## src/rtl/nbs_pkg.sv

```systemverilog
package nbs_pkg;
    parameter int unsigned WORD_W  = 32;
    parameter int unsigned HALF_W  = 16;
    parameter int unsigned SLOT_B  = 4;
    parameter int unsigned FCODE_W = 16;

    localparam logic [FCODE_W-1:0] CODE_GP_ZERO    = '0;
    localparam logic [FCODE_W-1:0] CODE_CP_NEARRET = FCODE_W'(1);

    typedef enum logic [1:0] {
        OP_NONE     = 2'd0,
        OP_CALL_REL = 2'd1,
        OP_CALL_REG = 2'd2,
        OP_RET      = 2'd3
    } nbs_op_e;

    typedef enum logic {
        ST_IDLE     = 1'b0,
        ST_RET_EVAL = 1'b1
    } nbs_state_e;

    typedef enum logic [1:0] {
        VERDICT_OK = 2'd0,
        VERDICT_GP = 2'd1,
        VERDICT_CP = 2'd2
    } nbs_verdict_e;

    // Request context held across the return evaluation cycle
    typedef struct packed {
        logic [WORD_W-1:0] limit;
        logic [HALF_W-1:0] release_bytes;
        logic              wide;
        logic              shadow;
    } nbs_ret_ctx_t;

    // Move a stack pointer; a narrow stack only changes its low half
    function automatic logic [WORD_W-1:0] sp_move(input logic [WORD_W-1:0] sp,
                                                  input logic [WORD_W-1:0] delta,
                                                  input logic wide);
        logic [HALF_W-1:0] low;
        low = sp[HALF_W-1:0] + delta[HALF_W-1:0];
        return wide ? (sp + delta) : {sp[WORD_W-1:HALF_W], low};
    endfunction

    // Bus address of a stack slot
    function automatic logic [WORD_W-1:0] slot_addr(input logic [WORD_W-1:0] sp,
                                                    input logic wide);
        return wide ? sp : {{(WORD_W-HALF_W){1'b0}}, sp[HALF_W-1:0]};
    endfunction
endpackage

```

## src/rtl/nbs_target_gen.sv

```systemverilog
module nbs_target_gen
    import nbs_pkg::*;
(
    input  nbs_op_e           op,
    input  logic [WORD_W-1:0] next_ip,
    input  logic [WORD_W-1:0] operand,
    input  logic [WORD_W-1:0] limit,
    input  logic              shadow_en,
    output logic [WORD_W-1:0] target,
    output logic              over_limit,
    output logic              shadow_push
);
    always_comb begin
        target      = (op == OP_CALL_REG) ? operand : (next_ip + operand);
        over_limit  = (target > limit);
        shadow_push = shadow_en &&
                      ((op == OP_CALL_REG) ||
                       ((op == OP_CALL_REL) && (operand != '0)));
    end
endmodule

```

## src/rtl/nbs_ret_judge.sv

```systemverilog
module nbs_ret_judge
    import nbs_pkg::*;
(
    input  nbs_ret_ctx_t      ctx,
    input  logic [WORD_W-1:0] popped,
    input  logic [WORD_W-1:0] shadow_copy,
    output nbs_verdict_e      verdict
);
    // Shadow comparison outranks the limit check
    always_comb begin
        if (ctx.shadow && (popped != shadow_copy))
            verdict = VERDICT_CP;
        else if (popped > ctx.limit)
            verdict = VERDICT_GP;
        else
            verdict = VERDICT_OK;
    end
endmodule

```

## src/rtl/near_branch_shadow.sv

```systemverilog
module near_branch_shadow
    import nbs_pkg::*;
#(
    parameter logic [31:0] IP_RESET  = 32'h0000_0000,
    parameter logic [31:0] SP_RESET  = 32'h0000_0200,
    parameter logic [31:0] SSP_RESET = 32'h0000_0600
) (
    input  logic        clk,
    input  logic        rst,
    input  logic        req_valid,
    input  logic [1:0]  req_op,
    input  logic [31:0] next_ip,
    input  logic [31:0] operand,
    input  logic [15:0] imm16,
    input  logic        shstk_en,
    input  logic        stk32,
    input  logic [31:0] cs_limit,
    output logic        req_ready,
    output logic        ms_wr_en,
    output logic        ms_rd_en,
    output logic [31:0] ms_addr,
    output logic [31:0] ms_wdata,
    input  logic [31:0] ms_rdata,
    output logic        ss_wr_en,
    output logic        ss_rd_en,
    output logic [31:0] ss_addr,
    output logic [31:0] ss_wdata,
    input  logic [31:0] ss_rdata,
    output logic [31:0] ip_out,
    output logic [31:0] sp_out,
    output logic [31:0] ssp_out,
    output logic        done,
    output logic        gp_fault,
    output logic        cp_fault,
    output logic [15:0] fault_code
);
    localparam logic [WORD_W-1:0] STEP_DN = WORD_W'(0) - WORD_W'(SLOT_B);
    localparam logic [WORD_W-1:0] STEP_UP = WORD_W'(SLOT_B);

    nbs_state_e        state_q;
    nbs_ret_ctx_t      ctx_q;
    logic [WORD_W-1:0] ip_q, sp_q, ssp_q;
    logic              done_q, gp_q, cp_q;
    logic [FCODE_W-1:0] code_q;

    nbs_op_e           op;
    logic              accept, is_call, is_ret;
    logic [WORD_W-1:0] target, sp_pushed;
    logic              over_limit, shadow_push;
    nbs_verdict_e      verdict;

    assign op = nbs_op_e'(req_op);

    nbs_target_gen u_tgt (
        .op          (op),
        .next_ip     (next_ip),
        .operand     (operand),
        .limit       (cs_limit),
        .shadow_en   (shstk_en),
        .target      (target),
        .over_limit  (over_limit),
        .shadow_push (shadow_push)
    );

    nbs_ret_judge u_judge (
        .ctx         (ctx_q),
        .popped      (ms_rdata),
        .shadow_copy (ss_rdata),
        .verdict     (verdict)
    );

    always_comb begin
        accept    = req_valid && (state_q == ST_IDLE) && (op != OP_NONE);
        is_call   = accept && ((op == OP_CALL_REL) || (op == OP_CALL_REG));
        is_ret    = accept && (op == OP_RET);
        sp_pushed = sp_move(sp_q, STEP_DN, stk32);

        ms_wr_en  = is_call;
        ms_rd_en  = is_ret;
        ms_addr   = is_call ? slot_addr(sp_pushed, stk32) : slot_addr(sp_q, stk32);
        ms_wdata  = next_ip;

        ss_wr_en  = is_call && shadow_push;
        ss_rd_en  = is_ret && shstk_en;
        ss_addr   = is_call ? (ssp_q + STEP_DN) : ssp_q;
        ss_wdata  = next_ip;
    end

    always_ff @(posedge clk) begin
        if (rst) begin
            state_q <= ST_IDLE;
            ctx_q   <= '0;
            ip_q    <= IP_RESET;
            sp_q    <= SP_RESET;
            ssp_q   <= SSP_RESET;
            done_q  <= 1'b0;
            gp_q    <= 1'b0;
            cp_q    <= 1'b0;
            code_q  <= '0;
        end else begin
            done_q <= 1'b0;
            gp_q   <= 1'b0;
            cp_q   <= 1'b0;
            case (state_q)
                ST_IDLE: begin
                    if (is_call) begin
                        done_q <= 1'b1;
                        if (over_limit) begin
                            gp_q   <= 1'b1;
                            code_q <= CODE_GP_ZERO;
                        end else begin
                            ip_q <= target;
                            sp_q <= sp_pushed;
                            if (shadow_push)
                                ssp_q <= ssp_q + STEP_DN;
                        end
                    end else if (is_ret) begin
                        ctx_q.limit         <= cs_limit;
                        ctx_q.release_bytes <= imm16;
                        ctx_q.wide          <= stk32;
                        ctx_q.shadow        <= shstk_en;
                        state_q             <= ST_RET_EVAL;
                    end
                end
                ST_RET_EVAL: begin
                    state_q <= ST_IDLE;
                    done_q  <= 1'b1;
                    case (verdict)
                        VERDICT_CP: begin
                            cp_q   <= 1'b1;
                            code_q <= CODE_CP_NEARRET;
                        end
                        VERDICT_GP: begin
                            gp_q   <= 1'b1;
                            code_q <= CODE_GP_ZERO;
                        end
                        default: begin
                            ip_q <= ms_rdata;
                            sp_q <= sp_move(sp_move(sp_q, STEP_UP, ctx_q.wide),
                                            {{(WORD_W-HALF_W){1'b0}}, ctx_q.release_bytes},
                                            ctx_q.wide);
                            if (ctx_q.shadow)
                                ssp_q <= ssp_q + STEP_UP;
                        end
                    endcase
                end
                default: state_q <= ST_IDLE;
            endcase
        end
    end

    assign req_ready  = (state_q == ST_IDLE);
    assign ip_out     = ip_q;
    assign sp_out     = sp_q;
    assign ssp_out    = ssp_q;
    assign done       = done_q;
    assign gp_fault   = gp_q;
    assign cp_fault   = cp_q;
    assign fault_code = code_q;

    // a faulting instruction commits nothing
    a_r6_fault_holds_state: assert property (@(posedge clk) disable iff (rst)
        (gp_q || cp_q) |-> ($stable(ip_q) && $stable(sp_q) && $stable(ssp_q)));

    // fault strobes are exclusive
    a_r9_single_fault: assert property (@(posedge clk) disable iff (rst)
        !(gp_q && cp_q));

    // a fault always ends an instruction
    a_r10_fault_with_done: assert property (@(posedge clk) disable iff (rst)
        (gp_q || cp_q) |-> done_q);

    // a shadow push only accompanies a main push
    a_r4_shadow_with_main: assert property (@(posedge clk) disable iff (rst)
        ss_wr_en |-> ms_wr_en);

    // the shadow pointer moves one slot at a time
    a_r8_ssp_step: assert property (@(posedge clk) disable iff (rst)
        !$stable(ssp_q) |-> ((ssp_q == $past(ssp_q) + STEP_UP) ||
                             (ssp_q == $past(ssp_q) + STEP_DN)));

    // the return wait lasts one cycle
    a_r12_one_wait: assert property (@(posedge clk) disable iff (rst)
        !req_ready |=> req_ready);

    // a return read is followed by the evaluation cycle
    a_r7_read_then_wait: assert property (@(posedge clk) disable iff (rst)
        ms_rd_en |=> !req_ready);
endmodule

```

## config.mk

```make
export PLATFORM = sky130hd
export DESIGN_NAME = near_branch_shadow
export DESIGN_NICKNAME = d
export VERILOG_FILES = /design/src/rtl/nbs_pkg.sv /design/src/rtl/nbs_target_gen.sv /design/src/rtl/nbs_ret_judge.sv /design/src/rtl/near_branch_shadow.sv
export SDC_FILE = /design/constraint.sdc
export NUM_CORES = 1
export LEC_CHECK = 0
export CAP_MARGIN = 40
export CORE_MARGIN = 2
export CORE_UTILIZATION = 30
export DETAILED_ROUTE_END_ITERATION = 12
export DONT_BUFFER_PORTS = 1
export GPL_TIMING_DRIVEN = 0
export RECOVER_POWER = 50
export SYNTH_ARGS = -nofsm -noshare
export SYNTH_HDL_FRONTEND = slang
export SYNTH_HIERARCHICAL = 1
export SYNTH_SLANG_ARGS = --single-unit
```

## constraint.sdc

```tcl
create_clock -name clk -period 9.9 [get_ports clk]
set_input_delay 0.495 -clock clk [delete_from_list [all_inputs] [get_ports clk]]
set_output_delay 0.495 -clock clk [all_outputs]
set_load 0.02 [all_outputs]
```

; After elaboration in Yosys (flattened, before gate mapping)
; Index checks and enable logic that the tools add are counted.
[totals]
regBits = 166
in_bits = 183
elab_cells = 95
[op_classes]
eq_ne = 13
add_sub_neg = 9
muxes = 38
bitwise_logic = 2
reduce_logical = 19
n_lt_le_gt_ge = 2
[ops]
columns = operator, count
row1 = 32-bit 2-to-1 mux, 19
row2 = 32-bit case mux with 2 select lines, 3
row3 = 32-bit by 3-bit adder with 32-bit output (second input constant), 2
row4 = 32-bit adder (second input constant), 2
row5 = 32-bit > comparator, 2
row6 = 16-bit case mux with 2 select lines, 2
row7 = 32-bit by 16-bit adder with 32-bit output, 1
row8 = 32-bit adder, 1
row9 = 16-bit 2-to-1 mux, 2
row10 = 32-bit != test, 1
row11 = 32-bit nonzero test, 1
row12 = 16-bit adder, 1
row13 = 16-bit adder (second input constant), 1
row14 = 16-bit by 3-bit adder with 16-bit output (second input constant), 1
row15 = 1-bit logical AND, 9
row16 = 3-bit AND reduction, 3
row17 = 1-bit 2-to-1 mux, 8
row18 = 2-bit by 1-bit != test with 1-bit output (second input constant), 4
row19 = 2-bit equality test (second input constant), 3
row20 = 1-bit case mux with 2 select lines, 3
row21 = 5-bit AND reduction, 1
row22 = 2-bit by 1-bit equality test with 1-bit output (second input constant), 2
row23 = 2-bit != test (second input constant), 2
row24 = 2-bit OR reduction, 2
row25 = other kinds (5), 7

; Depth between registers and ports, before layout
[depth]
word_depth = 8
ltp_mapped = 29

; By module
; Netlist, hierarchy kept.
[by_module_without_submodules]
columns = module, n_inst, area_per_inst_um2, cells_each
row1 = near_branch_shadow, 1, 10659.0, 1445
row2 = nbs_target_gen, 1, 3059.2, 454
row3 = nbs_ret_judge, 1, 1182.4, 158

; Worst setup path before layout
; OpenSTA, ideal clock, no wires.
[synth_timing]
kind = input to register
startpoint = input next_ip[0]
endpoint = register ssp_q[10] (netlist: ssp_out[10])
t_arrival_ns = 4.886
path_stages = 23
setup_slack_ns = 4.882
setup_time_ns = 0.132
path_cell_list = ha_1 -> inv_1 -> fa_1 -> nor2b_4 -> o211ai_1 -> a21boi_2 -> o211a_1 -> or2_2 -> a41oi_1 -> xor2_1 -> a21oi_1 -> ha_1 -> nand4_1 -> nor4_1 -> o21ai_0 -> a32oi_1 -> nand2b_1 -> clkbuf_1 -> nand2_1 -> nand2_1 -> clkbuf_1 -> nor3_1 -> or3b_2
[synth_between]
elab_chain_cells = 5
[synth_lines]
columns = element, line_no
row1 = from (decl), near_branch_shadow.sv:12  ; input logic [31:0] next_ip,
row2 = 32-bit adder, nbs_target_gen.sv:14  ; target = (op == OP_CALL_REG) ? operand : (next_ip + operand);
row3 = 32-bit 2-to-1 mux, nbs_target_gen.sv:14
row4 = net target[24], near_branch_shadow.sv:48  ; logic [WORD_W-1:0] target, sp_pushed;
row5 = 32-bit > comparator, nbs_target_gen.sv:15  ; over_limit = (target > limit);
row6 = net over_limit, near_branch_shadow.sv:49  ; logic over_limit, shadow_push;
row7 = 2-bit != test (no line), -
row8 = 5-bit AND reduction (no line), -
row9 = to (signal assigned), near_branch_shadow.sv:115  ; ssp_q <= ssp_q + STEP_DN;
row10 = to (signal assigned), near_branch_shadow.sv:143  ; ssp_q <= ssp_q + STEP_UP;
row11 = to (decl), near_branch_shadow.sv:42  ; logic [WORD_W-1:0] ip_q, sp_q, ssp_q;
; The timed path passes the listed nets, and every way through them passes these cells.
; A chain may end at the register's enable or synchronous reset.

; Worst setup path after layout
[layout_timing]
startpoint = input next_ip[0]
endpoint = register ssp_q[21] (netlist: ssp_out[21])
; Same word-level chain as after synthesis.

==> reports/results.ini <==
[route]
drtAntennaViolNets = 0
viasPerCell = 5.567
via_count = 15480
firstDrtPassIters = 6
routedWlPerCell_um = 23.16
drc = 0
drt-total-wl_um = 64400
first_iter_violations = 1365

[cts]
cts_made_buffers = 17
cts-root-buf = clkbuf_16
cts_sinks = 149
h-tree-depth = 4
clk_pin_slew_ns = 0.07
cts_tree = yes
clock_insertion_delay_worst_skew_ns = 0.47
ctsResizeCount = 0
holdBufCountCts = 0
post_cts_buffers = 0
clk_path_buf_depth = 2

[min_path]
hp-class = in -> reg

[outcome]
outcome = completed

[yosys]
ys_ff_latch = 149
synth_edf_count = 0
synth_cell_type_count = 82
ys_seq_area_frac = 0.2002
synthArstFlopShare = 0
synth_flop_cell = dfxtp_1
syn_avg_cell_area_um2 = 7.244
yosys_warnings = 6
syn-cell-area_um2 = 14900
syn_inst = 2057

[critical_path]
cp_data_arrival_time_ns = 7.60
worst_path_max_delay_cell = o21ai_0
worstPathMaxFanout = 10
critPathCaptureType = flip-flop
path_class = in -> reg
cpLargestDelayFamily = compound AO/OA/AOI/OAI gates
required_ns = 10.29
path_buf_inv = 4
cp_slowest_stage_delay_ns = 0.65
worstPathCellList = ha_1 -> inv_1 -> fa_1 -> nor2b_4 -> o211ai_1 -> a21boi_2 -> o211a_1 -> o21ai_0 -> o21ba_2 -> xor2_1 -> o21ai_0 -> ha_1 -> nand4_1 -> nor4_1 -> o21ai_0 -> a32oi_1 -> nand2b_1 -> clkbuf_1 -> nand2_1 -> nand2_1 -> clkbuf_1 -> clkbuf_1 -> o21ai_0 -> a21oi_1
crit_path_frequent_cell = o21ai_0
cp-start-kind = input port

[final_layout]
fill_cells = 5364
utilization = 0.3319
syn2layout_area_growth_pct = 9.035
nets = 2412
stdcell_count = 2781
drive_gt1_frac = 0.05479
antennaDiodeCount = 0

[sta]
setup_ws_ns = 2.691
worst_pin_slew_ns = 0.9347
finalCritPeriodShare = 0.7282
report.final.slew_viol_count = 0
final.min_clock_period_ns = 7.209
setup_viol = 0
timing.fmax_mhz = 138.7
skew_ns = 0.01652
hold_violations = 0
finalSetupTns_ns = 0
rsz0062_at_grt = false
relSlewSlack = 0.3769

[power_and_ir_drop]
peakVddDrop_uv = 123.4
power_frac_comb = 0.306
p_clk_frac = 0.356
switching_share = 0.3744
power_density_nw_per_um2 = 124.0
p_seq_frac = 0.338
switchingPower_mw = 0.7540
power_mw = 2.014
leakagePower_nw = 6.059
internal_power_mw = 1.260

[place]
portBuffers = 0
dpl.hpwl_um = 52420
routabilityCongestion = 0.9395
place_ws_ns = 2.555
dp.cells = 2749

[die]
num_io_pins = 431
die-area_um2 = 51470
initial_core_util = 0.3044
row_count = 81
die_w_um = 226.9
die_height_um = 226.9
coreArea_um2 = 48950

[global_route]
grt_pass1_vias = 14630
antenna_found_initial = 2
grt_pass1_wl_um = 93810
globalRouteTotalUtil = 0.2455
grt_max_degree = 17
overflow = 0

[run]
cap_violations = 0

==> stage by stage <==
stage | instance area [um^2] | hold slack, ns
finish | 16250 | 0.1592
floorplan | 14970 | 0.4363
CTS | 16490 | 0.1403
detailed placement | 15880 | 0.4463
global placement | 15800 | 0.4427
global route | 16250 | 0.1485
==> registers in the layout, summed over array words and instances, names as in the netlist <==
name	count
ctx_q	50
ip_out	32
sp_out	32
ssp_out	30
cp_fault	1
done	1
fault_code	1
gp_fault	1
state_q	1
==> layout by cell type (no fill, tap or decap), types with 35 or more instances in the layout <==
cell      netlist  routed
o21ai_0        86      86
inv_1          95      95
nor3_1         61      61
clkbuf_1      106     175
xor2_1         71      71
mux2i_1        35      35
ha_1          123     123
dfxtp_1       149     149
a211oi_1       56      56
xnor2_1       111     111
nor4_1         38      38
nor2_1        178     178
nand2_1       238     238
a21oi_1       179     179
nand3_1        46      46
nand4_1        51      51
==> cell families after synthesis <==
kind of cell    count (synthesis)  synth area share
xor+xnor                      182            0.1070
compound gates                485            0.2049
flops                         149            0.2002
buf+inv                       315            0.1047
other cells                     1         0.0002517
simple gates                  763            0.2520
fa+ha+maj                     125            0.1060
mux                            37           0.02502
==> cell usage after synthesis, drive strengths merged, types with 8 or more instances <==
cell | number | area [um^2]
a211oi | 58 | 445.4
a21boi | 10 | 78.82
a21o | 29 | 217.7
a21oi | 179 | 895.9
a22oi | 11 | 82.58
and2 | 24 | 151.4
and3 | 17 | 106.4
and4 | 13 | 113.9
buf | 114 | 805.8
clkbuf | 106 | 397.9
dfxtp | 149 | 2983
ha | 123 | 1539
inv | 95 | 356.6
mux2i | 35 | 350.3
nand2 | 238 | 893.4
nand2b | 17 | 106.4
nand3 | 46 | 230.2
nand3b | 8 | 60.06
nand4 | 55 | 386.6
nor2 | 178 | 668.1
nor2b | 11 | 76.32
nor3 | 61 | 305.3
nor3b | 9 | 67.56
nor4 | 39 | 250.2
o211ai | 13 | 107.6
o21a | 10 | 75.07
o21ai | 93 | 469.2
o21bai | 9 | 71.32
o22ai | 18 | 112.6
or2 | 10 | 62.57
or3 | 20 | 125.1
xnor2 | 111 | 972.2
xor2 | 71 | 621.9
==> layer usage <==
metal,vias up,track usage,wire (um)
met5,-,0,8
met4,2,0.09932,2452
met3,108,0.06194,6050
met2,785,0.4167,30490
met1,7346,0.2946,25400
li1,7241,-,-
==> power groups by stage <==
stage / clock, mW / sequential (mW) / combinational (mW)
floorplan: 0 / 0.678 / 0.455
global placement: 0 / 0.694 / 0.603
detailed placement: 0 / 0.695 / 0.615
CTS: 0.730 / 0.681 / 0.619
global route: 0.754 / 0.683 / 0.675
finish: 0.717 / 0.680 / 0.617
==> path summary, 6_finish.rpt <==
| check | from | endpoint | slack, ns | depth (start not counted) |
|---|---|---|---|---|
| hold reg to reg | ctx_q[39] | ctx_q[39] | 0.45 | 2 |
| hold / removal | cs_limit[15] | ctx_q[33] | 0.16 | 2 |
| setup / recovery | next_ip[0] | ssp_out[21] | 2.69 | 24 |
| setup reg to reg | ctx_q[29] | ssp_out[21] | 5.05 | 16 |
==> area by class of cell <==
cell class | count | area (um^2) | share of cell area
Timing Repair Buffer | 10 | 80.08 | 0.004929
Tap cell | 664 | 830.8 | 0.05114
Clock inverter | 12 | 178.9 | 0.01101
Clock buffer | 20 | 436.7 | 0.02688
Buffer | 220 | 955.9 | 0.05884
Inverter | 95 | 356.6 | 0.02195
Multi-Input combinational cell | 1611 | 10430 | 0.6417
Sequential cell | 149 | 2983 | 0.1836
Note: power is estimated with default switching activity, not from simulation.
